$ cat src/rtl/ser_cfg_pkg.sv
// Shared constants and register-bank types for the serial configuration port.
// Assumes a word carries its bank selector in its two top bits.
package ser_cfg_pkg;
    localparam int WORD_BITS  = 13;
    localparam int LEVEL_BITS = 12;

    // Format/compressor flags, MSB loaded from the highest flag bit of the word
    typedef struct packed {
        logic deemph;
        logic mono;
        logic chan;
        logic fpol;
        logic deep;
        logic dynoff;
    } fmt_bank_t;

    // Bass-boost flags, same placement in the word as fmt_bank_t
    typedef struct packed {
        logic b1;
        logic b2;
        logic b3;
        logic mute;
        logic atk;
        logic rel;
    } boost_bank_t;
endpackage

$ cat src/rtl/ser_cfg_sync.sv
// Multi-stage synchronizer for a group of asynchronous single-bit inputs.
// Assumes each bit is independent; no bus coherence is implied.
module ser_cfg_sync #(
    parameter int WIDTH  = 3,
    parameter int STAGES = 2
) (
    input  logic             clk,
    input  logic             rst_n,
    input  logic [WIDTH-1:0] async_in,
    output logic [WIDTH-1:0] sync_out
);
    logic [WIDTH-1:0] stage_q [STAGES];

    // Move the sampled inputs one stage further along the chain each clock
    always_ff @(posedge clk) begin
        if (!rst_n) begin
            for (int i = 0; i < STAGES; i++) stage_q[i] <= '0;
        end else begin
            stage_q[0] <= async_in;
            for (int i = 1; i < STAGES; i++) stage_q[i] <= stage_q[i-1];
        end
    end

    assign sync_out = stage_q[STAGES-1];
endmodule

$ cat src/rtl/ser_cfg_shifter.sv
// Edge detection, serial shift register and bit counter.
// Assumes synchronized inputs; a strobe rise wins over a coincident shift rise.
// Produces a one-cycle commit pulse only when exactly WORD_BITS bits were shifted.
module ser_cfg_shifter #(
    parameter int WORD_BITS = ser_cfg_pkg::WORD_BITS
) (
    input  logic                 clk,
    input  logic                 rst_n,
    input  logic                 sclk_s,
    input  logic                 strobe_s,
    input  logic                 sdat_s,
    output logic [WORD_BITS-1:0] word,
    output logic                 commit
);
    localparam int CNT_MAX = WORD_BITS + 1;
    localparam int CNT_W   = $clog2(CNT_MAX + 1);

    logic             sclk_d, strobe_d;
    logic [CNT_W-1:0] bit_cnt;
    logic             sclk_rise, strobe_rise;

    // Derive single-cycle rising-edge pulses from the synchronized levels
    assign sclk_rise   = sclk_s & ~sclk_d;
    assign strobe_rise = strobe_s & ~strobe_d;

    // Hold previous levels, shift data in at the top, count bits with saturation
    always_ff @(posedge clk) begin
        if (!rst_n) begin
            sclk_d   <= 1'b0;
            strobe_d <= 1'b0;
            bit_cnt  <= '0;
            word     <= '0;
        end else begin
            sclk_d   <= sclk_s;
            strobe_d <= strobe_s;
            if (strobe_rise) begin
                bit_cnt <= '0;
            end else if (sclk_rise) begin
                word <= {sdat_s, word[WORD_BITS-1:1]};
                if (bit_cnt != CNT_W'(CNT_MAX)) bit_cnt <= bit_cnt + 1'b1;
            end
        end
    end

    // Commit only for a word of exactly the expected length
    assign commit = strobe_rise && (bit_cnt == CNT_W'(WORD_BITS));


    cnt_clear_chk: assert property (@(posedge clk) disable iff (!rst_n)
        strobe_rise |=> bit_cnt == '0);


    word_hold_chk: assert property (@(posedge clk) disable iff (!rst_n)
        !sclk_rise |=> $stable(word));


    cnt_range_chk: assert property (@(posedge clk) disable iff (!rst_n)
        bit_cnt <= CNT_W'(CNT_MAX));
endmodule

$ cat src/rtl/ser_cfg_bank.sv
// Decodes a committed word by its top two bits and loads one register bank.
// Assumes commit is a single-cycle pulse and word is stable during it.
module ser_cfg_bank #(
    parameter int WORD_BITS  = ser_cfg_pkg::WORD_BITS,
    parameter int LEVEL_BITS = ser_cfg_pkg::LEVEL_BITS
) (
    input  logic                         clk,
    input  logic                         rst_n,
    input  logic                         commit,
    input  logic [WORD_BITS-1:0]         word,
    output logic [LEVEL_BITS-1:0]        level_q,
    output ser_cfg_pkg::fmt_bank_t       fmt_q,
    output ser_cfg_pkg::boost_bank_t     boost_q
);
    import ser_cfg_pkg::*;

    localparam int SEL_HI  = WORD_BITS - 1;
    localparam int SEL_LO  = WORD_BITS - 2;
    localparam int FLG_N   = $bits(fmt_bank_t);
    localparam int FLG_HI  = WORD_BITS - 3;
    localparam int FLG_LO  = FLG_HI - FLG_N + 1;

    logic is_level, is_fmt, is_boost;

    // Bank select from the leading bits of the word
    always_comb begin
        is_level = commit && !word[SEL_HI];
        is_fmt   = commit &&  word[SEL_HI] && !word[SEL_LO];
        is_boost = commit &&  word[SEL_HI] &&  word[SEL_LO];
    end

    // Load the selected bank and leave the others untouched
    always_ff @(posedge clk) begin
        if (!rst_n) begin
            level_q <= '0;
            fmt_q   <= '0;
            boost_q <= '0;
        end else begin
            if (is_level) level_q <= word[LEVEL_BITS-1:0];
            if (is_fmt)   fmt_q   <= fmt_bank_t'(word[FLG_HI:FLG_LO]);
            if (is_boost) boost_q <= boost_bank_t'(word[FLG_HI:FLG_LO]);
        end
    end


    no_commit_hold_chk: assert property (@(posedge clk) disable iff (!rst_n)
        !commit |=> $stable(level_q) && $stable(fmt_q) && $stable(boost_q));


    level_load_chk: assert property (@(posedge clk) disable iff (!rst_n)
        (commit && !word[SEL_HI]) |=>
            level_q == $past(word[LEVEL_BITS-1:0]) && $stable(fmt_q) && $stable(boost_q));


    fmt_only_chk: assert property (@(posedge clk) disable iff (!rst_n)
        (commit && word[SEL_HI] && !word[SEL_LO]) |=> $stable(level_q) && $stable(boost_q));


    boost_only_chk: assert property (@(posedge clk) disable iff (!rst_n)
        (commit && word[SEL_HI] && word[SEL_LO]) |=> $stable(level_q) && $stable(fmt_q));


    one_bank_chk: assert property (@(posedge clk) disable iff (!rst_n)
        $onehot0({is_level, is_fmt, is_boost}));
endmodule

$ cat src/rtl/ser_cfg_port.sv
// Top of the three-wire serial configuration port: synchronizer, shifter, banks.
// Assumes the host keeps the strobe low while shifting and leaves a gap of
// several system clocks between the last shift edge and the strobe rise.
module ser_cfg_port #(
    parameter int WORD_BITS   = ser_cfg_pkg::WORD_BITS,
    parameter int LEVEL_BITS  = ser_cfg_pkg::LEVEL_BITS,
    parameter int SYNC_STAGES = 2
) (
    input  logic                  clk,
    input  logic                  rst_n,
    input  logic                  ctl_strobe,
    input  logic                  ctl_sclk,
    input  logic                  ctl_sdat,
    output logic [LEVEL_BITS-1:0] level_code,
    output logic                  deemph_en,
    output logic                  mono_en,
    output logic                  chan_sel,
    output logic                  frame_pol,
    output logic                  comp_deep,
    output logic                  dyn_off,
    output logic                  boost_b1,
    output logic                  boost_b2,
    output logic                  boost_b3,
    output logic                  boost_mute,
    output logic                  attack_slow,
    output logic                  release_slow
);
    import ser_cfg_pkg::*;

    logic [2:0]           pins_s;
    logic [WORD_BITS-1:0] word;
    logic                 commit;
    fmt_bank_t            fmt_q;
    boost_bank_t          boost_q;

    ser_cfg_sync #(.WIDTH(3), .STAGES(SYNC_STAGES)) u_sync (
        .clk      (clk),
        .rst_n    (rst_n),
        .async_in ({ctl_strobe, ctl_sclk, ctl_sdat}),
        .sync_out (pins_s)
    );

    ser_cfg_shifter #(.WORD_BITS(WORD_BITS)) u_shift (
        .clk      (clk),
        .rst_n    (rst_n),
        .sclk_s   (pins_s[1]),
        .strobe_s (pins_s[2]),
        .sdat_s   (pins_s[0]),
        .word     (word),
        .commit   (commit)
    );

    ser_cfg_bank #(.WORD_BITS(WORD_BITS), .LEVEL_BITS(LEVEL_BITS)) u_bank (
        .clk     (clk),
        .rst_n   (rst_n),
        .commit  (commit),
        .word    (word),
        .level_q (level_code),
        .fmt_q   (fmt_q),
        .boost_q (boost_q)
    );

    // Fan the bank structs out to named ports
    always_comb begin
        deemph_en    = fmt_q.deemph;
        mono_en      = fmt_q.mono;
        chan_sel     = fmt_q.chan;
        frame_pol    = fmt_q.fpol;
        comp_deep    = fmt_q.deep;
        dyn_off      = fmt_q.dynoff;
        boost_b1     = boost_q.b1;
        boost_b2     = boost_q.b2;
        boost_b3     = boost_q.b3;
        boost_mute   = boost_q.mute;
        attack_slow  = boost_q.atk;
        release_slow = boost_q.rel;
    end


    reset_zero_chk: assert property (@(posedge clk)
        !rst_n |=> level_code == '0 && fmt_q == '0 && boost_q == '0);
endmodule

$ cat config.mk
export PLATFORM = sky130hd
export DESIGN_NAME = ser_cfg_port
export DESIGN_NICKNAME = d
export VERILOG_FILES = /design/src/rtl/ser_cfg_pkg.sv /design/src/rtl/ser_cfg_sync.sv /design/src/rtl/ser_cfg_shifter.sv /design/src/rtl/ser_cfg_bank.sv /design/src/rtl/ser_cfg_port.sv
export SDC_FILE = /design/constraint.sdc
export NUM_CORES = 1
export LEC_CHECK = 0
export BUFFER_PORTS_ARGS = -buffer_cell sky130_fd_sc_hd__buf_2
export CAP_MARGIN = 20
export CORE_MARGIN = 2
export CORE_UTILIZATION = 35
export CTS_CLUSTER_SIZE = 25
export DETAILED_ROUTE_END_ITERATION = 10
export GPL_TIMING_DRIVEN = 0
export HOLD_SLACK_MARGIN = 0.15
export PLACE_DENSITY = 0.51
export SYNTH_ARGS = -nofsm -noshare
export SYNTH_HDL_FRONTEND = slang
export SYNTH_SLANG_ARGS = --single-unit
$ cat constraint.sdc
create_clock -name clk -period 2.1 [get_ports clk]
set_clock_uncertainty 0.15 [all_clocks]
set_input_delay 0.21 -clock clk [delete_from_list [all_inputs] [get_ports clk]]
set_output_delay 0.21 -clock clk [all_outputs]
set_load 0.01 [all_outputs]
==> implementation parameters, run 1 <==
Parameter                              Value

Timing
  Final count of negative-setup-slack endpoints    0
  Slew at the pin with the worst max-slew slack    0.751 ns
  Setup_tns    0 ns
  Final number of max-transition violations    0
  Hold violation total from the final report    0
  Part of the cycle the worst path needs    0.920
  Highest achievable clock rate    517 MHz
  Worst slew slack as a fraction of its limit    0.496
  WHS    0.287 ns
  Unrepaired setup endpoints after global routing    false
  Final critical-path required period    1.93 ns

Route
  Routed WL    approximately 3900 um
  Average vias per placed instance    ~4.7
  Met3 WL    132 um
  Highest metal layer used by the detailed router    met4
  Detailed route wirelength on metal2    1900 um
  Post-detailed-route wirelength per cell    12.7 um
  Overall via count from detail_route    1440
  DR pass1 iterations    4
  M1 WL    1860 um
  DRC viols    0
  Initial detailed-routing violation count    66
  Number of antenna-violating nets in the routed design    0

Power and ir drop
  Combinational fraction of design power    0.041
  Cell-internal power    between 0.001 and 0.0015 W
  Clock network fraction of total power    0.356
  Seq pwr share    0.604
  Leakage power    0.863 nW
  Switching power summed over all nets    ~0.00034 W
  Worst VDD drop    391 uV
  Power density over the cells    ~700 mW/mm^2
  Switching share of power    0.218
  Post-layout power    0.00156 W

Worst hold path
  Hold Crit Start    u_sync.stage_q[0][0]
  WHS Path Cells    1
  Worst Hold Endpoint    u_sync.stage_q[0][3]
  Path category of the worst min-delay check    reg2reg

Die
  Area of the core    0.00520 sq mm
  Width of the die    78.1 um
  Die area    0.00610 sq mm
  I/O pin count    29
  Initial Utilization    0.369
  Die height    78.1 um
  Row count    26

Clock tree
  Number of clock buffers inserted by TritonCTS    5
  TritonCTS clock tree    built
  Clock sink count    49
  Library cell used as clock root buffer    clkbuf_8
  Clock slew seen by the registers of the worst setup and hold paths    around 0.090 ns
  H-tree depth    2
  Clock Tree Buf Depth    2
  Worst-Skew Late Latency    0.29 ns

Logic synthesis
  Leading post-synthesis cells by cell area    dfxtp_1, mux2i_1, nand2_1
  Synth warnings    0
  Proportion of netlist area held by the largest area contributor    0.511
  Post-synthesis cell count    201
  Distinct cell type count after synthesis    24
  Net Count, Synth    209
  Cell area after synthesis    0.00192 sq mm
  Register area share after synthesis    0.511
  Yosys top cell by area    dfxtp_1
  Register bit total from synthesis    49
  Post-synthesis average cell area    between 9 and 10 sq um

Critical path
  Start-to-end type of the worst setup path    reg2reg
  Worst reg2reg startpoint    u_shift.bit_cnt[0]
  Reg-to-reg slack, setup    around 0.17 ns
  Capturing point of the worst reg2reg path    u_bank.boost_q[3]
  CP endpoint kind    flop
  Launching element of the worst setup path    u_shift.bit_cnt[0]
  Worst-path cell chain    ha_1 -> nand3_1 -> nor3_2 -> mux2i_1
  Critical path data required time    approximately 2.2 ns
  Data arrival time of the critical path    2.01 ns
  Delay of the slowest critical-path stage    0.67 ns
  Slowest cell on the critical path    nor3_2
  Worst r2r path cells    4
  Startpoint type of the worst setup path    flop
  Largest driver fanout on the critical path    6

Global route
  Maximum number of pins on one net before global-route repair    15
  Initial antenna violation count    0
  Vias in the first global route    1443
  Global-route wire length before repair    between 6000 and 7000 um
  Global-route congestion overflow total    0
  Global routing usage summed across all routing layers    0.144

Flow run
  Max-Cap Viols    0

Placed design
  HPWL after detailed placement    2730 um
  Number of port buffers    27
  Routability congestion estimate    0.757

Finish
  Ratio of cells with drive above 1 in the final layout    0.172
  Layout net count    246
  Antenna cells    0
  Layout area overhead    17.9%

Outcome
  Run status    finished, final reports clean
state kept, by name (all words and copies together) (netlist names):
| register | flops |
|---|---|
| u_shift.bit_cnt | 4 |
| u_sync.stage_q | 6 |
| u_bank.boost_q | 6 |
| u_bank.level_q | 12 |
| u_shift.sclk_d | 1 |
| u_shift.strobe_d | 1 |
| u_shift.word | 13 |
| u_bank.fmt_q | 6 |
how the worst max path moves through the flow:
stage | to | cells after the start | slack [ns]
final | u_bank.boost_q[3] | 4 | 0.17
after global routing | u_bank.boost_q[0] | 4 | 0.02
after CTS | u_bank.boost_q[5] | 4 | 0.13
after detailed placement | u_bank.boost_q[2] | 4 | 0.16
after global placement | u_bank.boost_q[5] | 4 | 0.17
after floorplan | u_bank.fmt_q[0] | 5 | 0.50
repair_timing:
action / in CTS / in global routing
endpoints found under the setup margin: 0 / 0
hold endpoints to repair: 3 / 0
hold buffers: 3 / 0
resized for setup: 0 / 0
buffers inserted: 0 / 0
metrics by stage:
step                cells  area, sq um  worst slack (ns)  utilization
floorplan             201         1920             0.495            -
global placement      298         2140             0.174        0.412
detailed placement    298         2140             0.162        0.412
CTS                   308         2260             0.126        0.435
global route          308         2260            0.0230        0.435
finish                308         2260             0.167        0.435
cells by family (layout without fill, tap and decap cells):
family	Yosys count	after routing	synth area share
DFF	49	49	0.511
adders and majority gates	3	3	0.0195
AOI/OAI and AO/OA	33	33	0.111
buffers and inverters	18	55	0.0456
and+or+nand+nor	73	73	0.183
muxes	25	25	0.130
final cells by class:
class                      count  area, sq um
clock inverter                 1         7.51
inverter                       3         11.3
fill                         541         2940
timing repair buffer          30          165
multi-input combinational    134          852
clock buffer                   6         82.6
sequential                    49          981
tap                           70         87.6
buffer                        15         76.3
cell usage after synthesis, drive strengths merged:
cell type   n
nand2      38
a211oi      2
nor3        3
inv         3
buf         4
dfxtp      49
nor2b       1
nand3      18
and2        9
clkbuf     11
mux2i      25
nand2b      2
a21oi       2
ha          3
a311oi      1
a21boi     14
a41oi       1
or4         1
and2b       1
o21ai      13
layer usage:
layer,track usage,vias to the layer above
met1,0.178,664
met4,0.0316,0
met2,0.246,21
met5,0,-
li1,-,753
met3,0.0437,2
power by group through the flow:
| stage | Sequential [W] | Combinational (W) | Clock [W] |
|---|---|---|---|
| 6_report | 0.000942 | 0.0000636 | 0.000555 |
| 5_1_grt | 0.000944 | 0.0000731 | 0.000632 |
| 4_1_cts | 0.000942 | 0.0000652 | 0.000579 |
| 3_5_place_dp | 0.000964 | 0.0000610 | 0 |
| 3_3_place_gp | 0.000964 | 0.0000606 | 0 |
| 2_1_floorplan | 0.000962 | 0.0000422 | 0 |
placed cells by master, fill, tap and decap left out:
cell | netlist | routed
a41oi_1 | 1 | 1
clkbuf_8 | 0 | 6
a211oi_1 | 2 | 2
buf_4 | 1 | 1
and2b_1 | 1 | 1
buf_2 | 1 | 28
nor3_1 | 1 | 1
nand2_1 | 38 | 38
or4_4 | 1 | 1
nor2b_1 | 1 | 1
o21ai_0 | 13 | 13
dfxtp_1 | 49 | 49
clkbuf_1 | 11 | 11
clkinvlp_4 | 0 | 1
buf_6 | 2 | 2
ha_1 | 3 | 3
inv_1 | 3 | 3
dlygate4sd3_1 | 0 | 3
a311oi_1 | 1 | 1
a21oi_1 | 2 | 2
and2_1 | 9 | 9
nand3_1 | 18 | 18
a21boi_1 | 1 | 1
nand2b_1 | 2 | 2
a21boi_0 | 13 | 13
nor3_2 | 2 | 2
mux2i_1 | 25 | 25
critical path, delay by kind of cell (launching register included):
| kind | cells | cell delay, ns |
|---|---|---|
| simple gates | 2 | 0.84 |
| flops | 1 | 0.45 |
| mux | 1 | 0.25 |
| fa+ha+maj | 1 | 0.18 |
(Power assumes the default switching activity.)
==> run 2, diff against run 1 <==
--- a/config.mk
+++ b/config.mk
@@ -7,13 +7,14 @@
 export LEC_CHECK = 0
 export BUFFER_PORTS_ARGS = -buffer_cell sky130_fd_sc_hd__buf_2
 export CAP_MARGIN = 20
-export CORE_MARGIN = 2
+export CORE_MARGIN = 3
 export CORE_UTILIZATION = 35
 export CTS_CLUSTER_SIZE = 25
 export DETAILED_ROUTE_END_ITERATION = 10
 export GPL_TIMING_DRIVEN = 0
 export HOLD_SLACK_MARGIN = 0.15
 export PLACE_DENSITY = 0.51
+export RECOVER_POWER = 25
 export SYNTH_ARGS = -nofsm -noshare
 export SYNTH_HDL_FRONTEND = slang
 export SYNTH_SLANG_ARGS = --single-unit
==> run 2 against run 1 <==
Effect of this change:
- sequential share of layout area is 0.39 points higher
- die area is 5.2% higher
- largest cell class unchanged
- global-route usage is 0.55 points lower
- sequential power hardly changed
- final cell count is 0.32% higher
- register-to-register slack better by 0.02 ns
- highest routed layer unchanged
- combinational power is 1% higher
- maximum frequency is 0.90% higher
- power is 1.8% lower
- via count is 2.6% higher
- clock power is 5.0% lower
- final area is 0.88% lower
==> implementation parameters, run 2 (synthesized netlist as in run 1, its figures left out) <==
Parameter                              Value

Outcome
  Run status    finished, final reports clean

Timing
  Part of the cycle the worst path needs    0.912 (-0.00817)
  Worst slew slack as a fraction of its limit    0.498 (+0.00177)
  Final number of max-transition violations    0 (unchanged)
  Setup_tns    0 ns (unchanged)
  Unrepaired setup endpoints after global routing    false
  Slew at the pin with the worst max-slew slack    0.749 ns (-0.00265 ns)
  Final count of negative-setup-slack endpoints    0 (unchanged)
  Hold violation total from the final report    0 (unchanged)
  Final critical-path required period    1.92 ns (-0.0172 ns)
  Highest achievable clock rate    522 MHz (+0.90%)

Die
  Die height    80.1 um (+2.6%)
  Width of the die    80.1 um (+2.6%)
  Area of the core    0.00520 sq mm (unchanged)
  I/O pin count    29 (unchanged)
  Row count    26 (unchanged)
  Die area    0.00641 sq mm (+5.2%)
  Initial Utilization    0.369 (unchanged)

Finish
  Top register by number of flip-flops    u_shift.word
  Layout net count    246 (unchanged)
  Antenna cells    0 (unchanged)
  Most common cell after layout, fill and taps aside    dfxtp_1
  Top Registers    u_shift.word: 13 flops, u_bank.level_q: 12 flops
  Number of filler cells placed in the layout    529 (-2.2%)
  Flip-flop count of the largest register, all copies and words added    13 (unchanged)
  Highest-count cells in the layout ignoring fill and taps    dfxtp_1, nand2_1, mux2i_1, clkbuf_1
  Ratio of cells with drive above 1 in the final layout    0.130 (-0.0426)
  Layout area overhead    16.8%
  Final core utilization    0.431 (-0.00385)
  Non-filler instance count after layout    309 (+0.32%)

Power and ir drop
  Power density over the cells    683 mW/mm^2 (-0.91%)
  Worst VDD drop    450 uV (+15%)
  Leakage power    0.816 nW (-5.4%)

Global route
  Initial antenna violation count    0 (unchanged)
  Vias in the first global route    1465 (+1.5%)
  Global routing usage summed across all routing layers    0.138 (-0.00549)
  Maximum number of pins on one net before global-route repair    15 (unchanged)
  Global-route wire length before repair    6860 um (-0.70%)
  Global-route congestion overflow total    0 (unchanged)

Critical path
  CP endpoint kind    flop
  Start-to-end type of the worst setup path    reg2reg
  Reg-to-reg slack, setup    0.18 ns (+0.02 ns)
  Startpoint type of the worst setup path    flop
  Largest driver fanout on the critical path    6 (unchanged)
  Data arrival time of the critical path    2.00 ns (about the same)
  Critical path data required time    2.18 ns (about the same)

Flow run
  Max-Cap Viols    0 (unchanged)

Route
  DR pass1 iterations    4 (unchanged)
  Overall via count from detail_route    1477 (+2.6%)
  Initial detailed-routing violation count    38 (-42%)
  Average vias per placed instance    4.78 (+2.2%)
  Routed WL    4010 um (+2.3%)
  Number of antenna-violating nets in the routed design    0 (unchanged)
  Post-detailed-route wirelength per cell    13.0 um (+2.0%)
  DRC viols    0 (unchanged)

Placed design
  Number of port buffers    27 (unchanged)
  # placed instances    298 (unchanged)
  HPWL after detailed placement    2850 um (+4.5%)
  Routability congestion estimate    0.768 (+1.5%)

Clock tree
  TritonCTS clock tree    built
  H-tree depth    2 (unchanged)
  Clock sink count    49 (unchanged)
  Worst-Skew Late Latency    0.30 ns (about the same)
  Clock Tree Buf Depth    2 (unchanged)
  Library cell used as clock root buffer    clkbuf_8
  Clock slew seen by the registers of the worst setup and hold paths    0.09 ns (about the same)
  Postcts setup bufs    0 (unchanged)
  Number of clock buffers inserted by TritonCTS    5 (unchanged)

Worst hold path
  Path category of the worst min-delay check    reg2reg
## run 2: critical path, stage by stage, from the launching register on
cell and delay [ns]:
dfxtp_1 0.44, ha_1 0.18, nand3_1 0.16, nor3_2 0.66
mux2i_1 0.26
## run 2: metal layers
metal  global-route usage  wire length (um)
met5                    0                 0
met4               0.0507                57
met3               0.0348               149
met2                0.235              1940
met1                0.167              1860
## run 2: repair_timing
item | in CTS | in global routing
endpoints found under the hold margin | 3 | 0
resized for setup | 0 | 0
hold buffers | 3 | 0
## run 2: final timing paths
check / startpoint / end / cells after the start
max reg2reg: u_shift.bit_cnt[0] / u_bank.boost_q[5] / 4
min: u_sync.stage_q[0][0] / u_sync.stage_q[0][3] / 1
min reg2reg: u_sync.stage_q[0][0] / u_sync.stage_q[0][3] / 1
max: u_shift.bit_cnt[0] / u_bank.boost_q[5] / 4
## run 2: report_power, final
group	internal, W	switching, W	total (W)
clock	0.000231	0.000296	0.000527
sequential	0.000937	0.00000524	0.000942
combinational	0.0000227	0.0000417	0.0000643
## run 2: layout make-up
| type | count | area, sq um | area share |
|---|---|---|---|
| multi-input cells | 134 | 852 | 0.380 |
| repair buffers | 30 | 153 | 0.0680 |
| plain buffers | 15 | 76.3 | 0.0340 |
| clock inverters | 2 | 10.0 | 0.00446 |
| clock buffers | 6 | 72.6 | 0.0323 |
| flip-flops and latches | 49 | 981 | 0.437 |
| inverters | 3 | 11.3 | 0.00502 |
| well taps | 70 | 87.6 | 0.0390 |
## run 2: per-stage QoR
stage                     power (W)  cell area, sq um  setup slack (ns)  hold WS (ns)
after global routing        0.00161              2240            0.0160         0.322
after detailed placement    0.00103              2140             0.182         0.270
after floorplan             0.00100              1920             0.495         0.187
after global placement      0.00102              2140             0.189         0.266
final                       0.00153              2240             0.184         0.288
after CTS                   0.00156              2260             0.148         0.292
==> run 3, diff against run 2 <==
--- a/config.mk
+++ b/config.mk
@@ -7,13 +7,15 @@
 export LEC_CHECK = 0
 export BUFFER_PORTS_ARGS = -buffer_cell sky130_fd_sc_hd__buf_2
 export CAP_MARGIN = 20
+export CELL_PAD_IN_SITES_DETAIL_PLACEMENT = 1
+export CELL_PAD_IN_SITES_GLOBAL_PLACEMENT = 2
 export CORE_MARGIN = 3
-export CORE_UTILIZATION = 35
+export CORE_UTILIZATION = 34
 export CTS_CLUSTER_SIZE = 25
 export DETAILED_ROUTE_END_ITERATION = 10
 export GPL_TIMING_DRIVEN = 0
 export HOLD_SLACK_MARGIN = 0.15
-export PLACE_DENSITY = 0.51
+export PLACE_DENSITY = 0.75
 export RECOVER_POWER = 25
 export SYNTH_ARGS = -nofsm -noshare
 export SYNTH_HDL_FRONTEND = slang
==> run 3 against run 2 <==
Effect of this change:
- flip-flop and latch count unchanged
- largest cell class unchanged
- first-iteration DRC count rose by 5.3%
- largest power group unchanged
- clock power rose by 32%
- core utilization rose by 0.23 points
- final area up 1.8%
- final cell count stayed put
- worst hold slack improved by 0.0016 ns
- via count rose by 4.2%
- global-route usage grew 1.7 points
- sequential power barely moved
- non-clock buffer count unchanged
==> implementation parameters, run 3 (synthesized netlist as in run 1, its figures left out) <==
Parameter                              Value

Finish
  Ratio of cells with drive above 1 in the final layout    0.130 (unchanged)
  Final core utilization    0.433 (+0.00228)
  Layout net count    246 (unchanged)
  Highest-count cells in the layout ignoring fill and taps    dfxtp_1, nand2_1, mux2i_1, clkbuf_1
  Top Registers    u_shift.word: 13 flops, u_bank.level_q: 12 flops
  Most common cell after layout, fill and taps aside    dfxtp_1
  Number of filler cells placed in the layout    629 (+19%)
  Layout area overhead    18.9%
  Antenna cells    0 (unchanged)
  Flip-flop count of the largest register, all copies and words added    13 (unchanged)
  Top register by number of flip-flops    u_shift.word

Power and ir drop
  Leakage power    0.845 nW (+3.6%)
  Worst VDD drop    300 uV (-33%)
  Power density over the cells    746 mW/mm^2 (+9.2%)
  Post-layout power    0.00170 W (+11%)

Route
  Initial detailed-routing violation count    40 (+5.3%)
  Routed WL    4700 um (+17%)
  Number of antenna-violating nets in the routed design    0 (unchanged)
  DRC viols    0 (unchanged)
  DR pass1 iterations    4 (unchanged)
  Highest metal layer used by the detailed router    met4
  Post-detailed-route wirelength per cell    15.2 um (+17%)
  Overall via count from detail_route    1539 (+4.2%)
  M1 WL    2150 um (+16%)
  Met3 WL    164 um (+10%)
  Detailed route wirelength on metal2    2310 um (+19%)
  Average vias per placed instance    4.98 (+4.2%)

Critical path
  CP endpoint kind    flop
  Critical path data required time    2.18 ns (about the same)
  Start-to-end type of the worst setup path    reg2reg
  Data arrival time of the critical path    2.01 ns (about the same)
  Largest driver fanout on the critical path    10 (+4)
  Worst r2r path cells    5 (+1)
  Slowest cell on the critical path    dfxtp_1
  Worst reg2reg startpoint    u_shift.bit_cnt[0]
  Worst-path cell chain    ha_1 -> nand3_1 -> nor3_2 -> buf_4 -> mux2i_1
  Capturing point of the worst reg2reg path    u_bank.level_q[10]
  Startpoint type of the worst setup path    flop
  Reg-to-reg slack, setup    0.17 ns (about the same)
  Delay of the slowest critical-path stage    0.45 ns (-0.21 ns)

Timing
  Final count of negative-setup-slack endpoints    0 (unchanged)
  Worst slew slack as a fraction of its limit    0.661 (+0.163)
  Unrepaired setup endpoints after global routing    false
  Highest achievable clock rate    518 MHz (-0.76%)
  Setup_tns    0 ns (unchanged)
  Part of the cycle the worst path needs    0.919 (+0.00701)
  Slew at the pin with the worst max-slew slack    0.509 ns (-0.240 ns)
  Hold violation total from the final report    0 (unchanged)
  Final critical-path required period    1.93 ns (+0.0147 ns)
  Final number of max-transition violations    0 (unchanged)

Global route
  Initial antenna violation count    0 (unchanged)
  Vias in the first global route    1559 (+6.4%)
  Global routing usage summed across all routing layers    0.155 (+0.0168)
  Global-route congestion overflow total    0 (unchanged)
  Maximum number of pins on one net before global-route repair    15 (unchanged)
  Global-route wire length before repair    7630 um (+11%)

Worst hold path
  Hold Crit Start    u_sync.stage_q[0][2]
  Path category of the worst min-delay check    reg2reg
  WHS Path Cells    1 (unchanged)
  Worst Hold Endpoint    u_sync.stage_q[0][5]

Flow run
  Max-Cap Viols    0 (unchanged)

Clock tree
  TritonCTS clock tree    built
  Worst-Skew Late Latency    0.30 ns (about the same)
  H-tree depth    2 (unchanged)
  Clock Tree Buf Depth    2 (unchanged)
  Library cell used as clock root buffer    clkbuf_8
  Clock slew seen by the registers of the worst setup and hold paths    0.09 ns (about the same)
  Number of clock buffers inserted by TritonCTS    5 (unchanged)
  Clock sink count    49 (unchanged)

Die
  Area of the core    0.00527 sq mm (+1.2%)
  Die area    0.00659 sq mm (+2.7%)
  Initial Utilization    0.364 (-0.00456)
  Width of the die    81.2 um (+1.4%)
  Die height    81.2 um (+1.4%)
  I/O pin count    29 (unchanged)
  Row count    26 (unchanged)

Placed design
  Routability congestion estimate    0.752 (-2.1%)
  Number of port buffers    27 (unchanged)
  HPWL after detailed placement    3480 um (+22%)

Outcome
  Run status    finished, final reports clean
run 3: cell count changes in the layout (fill, tap and decap cells not counted), sizes merged:
| cell | delta |
|---|---|
| clkbuf | +1 |
| clkinv | -2 |
| bufinv | +1 |
run 3: stage by stage:
step	hold slack [ns]	std cells	instance area, sq um	setup WS, ns
2_1_floorplan	0.187	201	1920	0.495
3_3_place_gp	0.264	298	2140	0.192
3_5_place_dp	0.273	298	2140	0.110
4_1_cts	0.297	309	2290	0.0539
5_1_grt	0.305	309	2280	0.0663
6_report	0.290	309	2280	0.170
run 3: how the worst max path moves through the flow:
stage / start / end / cells after the start
global placement: u_shift.bit_cnt[0] / u_bank.boost_q[5] / 4
finish: u_shift.bit_cnt[0] / u_bank.level_q[10] / 5
global route: u_shift.bit_cnt[0] / u_bank.level_q[8] / 5
floorplan: u_shift.bit_cnt[0] / u_bank.fmt_q[0] / 5
detailed placement: u_shift.bit_cnt[0] / u_bank.boost_q[4] / 4
CTS: u_shift.bit_cnt[0] / u_bank.boost_q[5] / 4
run 3: layer usage:
layer  vias to the layer above  global-route usage
met5                         -                   0
met4                         0              0.0608
met3                         8              0.0410
met2                        31               0.266
met1                       751               0.183
li1                        749                   -
run 3: critical path: cells and delay by family, from the launching register on:
family	cells	cell delay, ns
simple gates	2	0.54
flops	1	0.45
buf+inv	1	0.29
mux	1	0.22
fa+ha+maj	1	0.19
run 3: report_power, final:
part	internal [W]	total [W]	switching (W)
Combinational	0.0000230	0.0000669	0.0000439
Sequential	0.000937	0.000942	0.00000574
Clock	0.000388	0.000694	0.000306
Total	0.00135	0.00170	0.000355
run 3: repair_timing:
| action | 4_1_cts | 5_1_grt |
|---|---|---|
| setup endpoints to repair | 0 | 4 |
| setup buffers | 0 | 0 |
| hold endpoints to repair | 3 | 0 |
| hold buffers | 3 | 0 |
| resized for setup | 0 | 1 |
run 3: cell type report:
cell class	count	area, sq um	area share
Sequential cell	49	981	0.430
Multi-Input combinational cell	134	858	0.376
Timing Repair Buffer	30	153	0.0668
Tap cell	70	87.6	0.0384
Clock buffer	7	86.3	0.0378
Buffer	15	76.3	0.0334
Clock inverter	1	30.0	0.0132
Inverter	3	11.3	0.00493
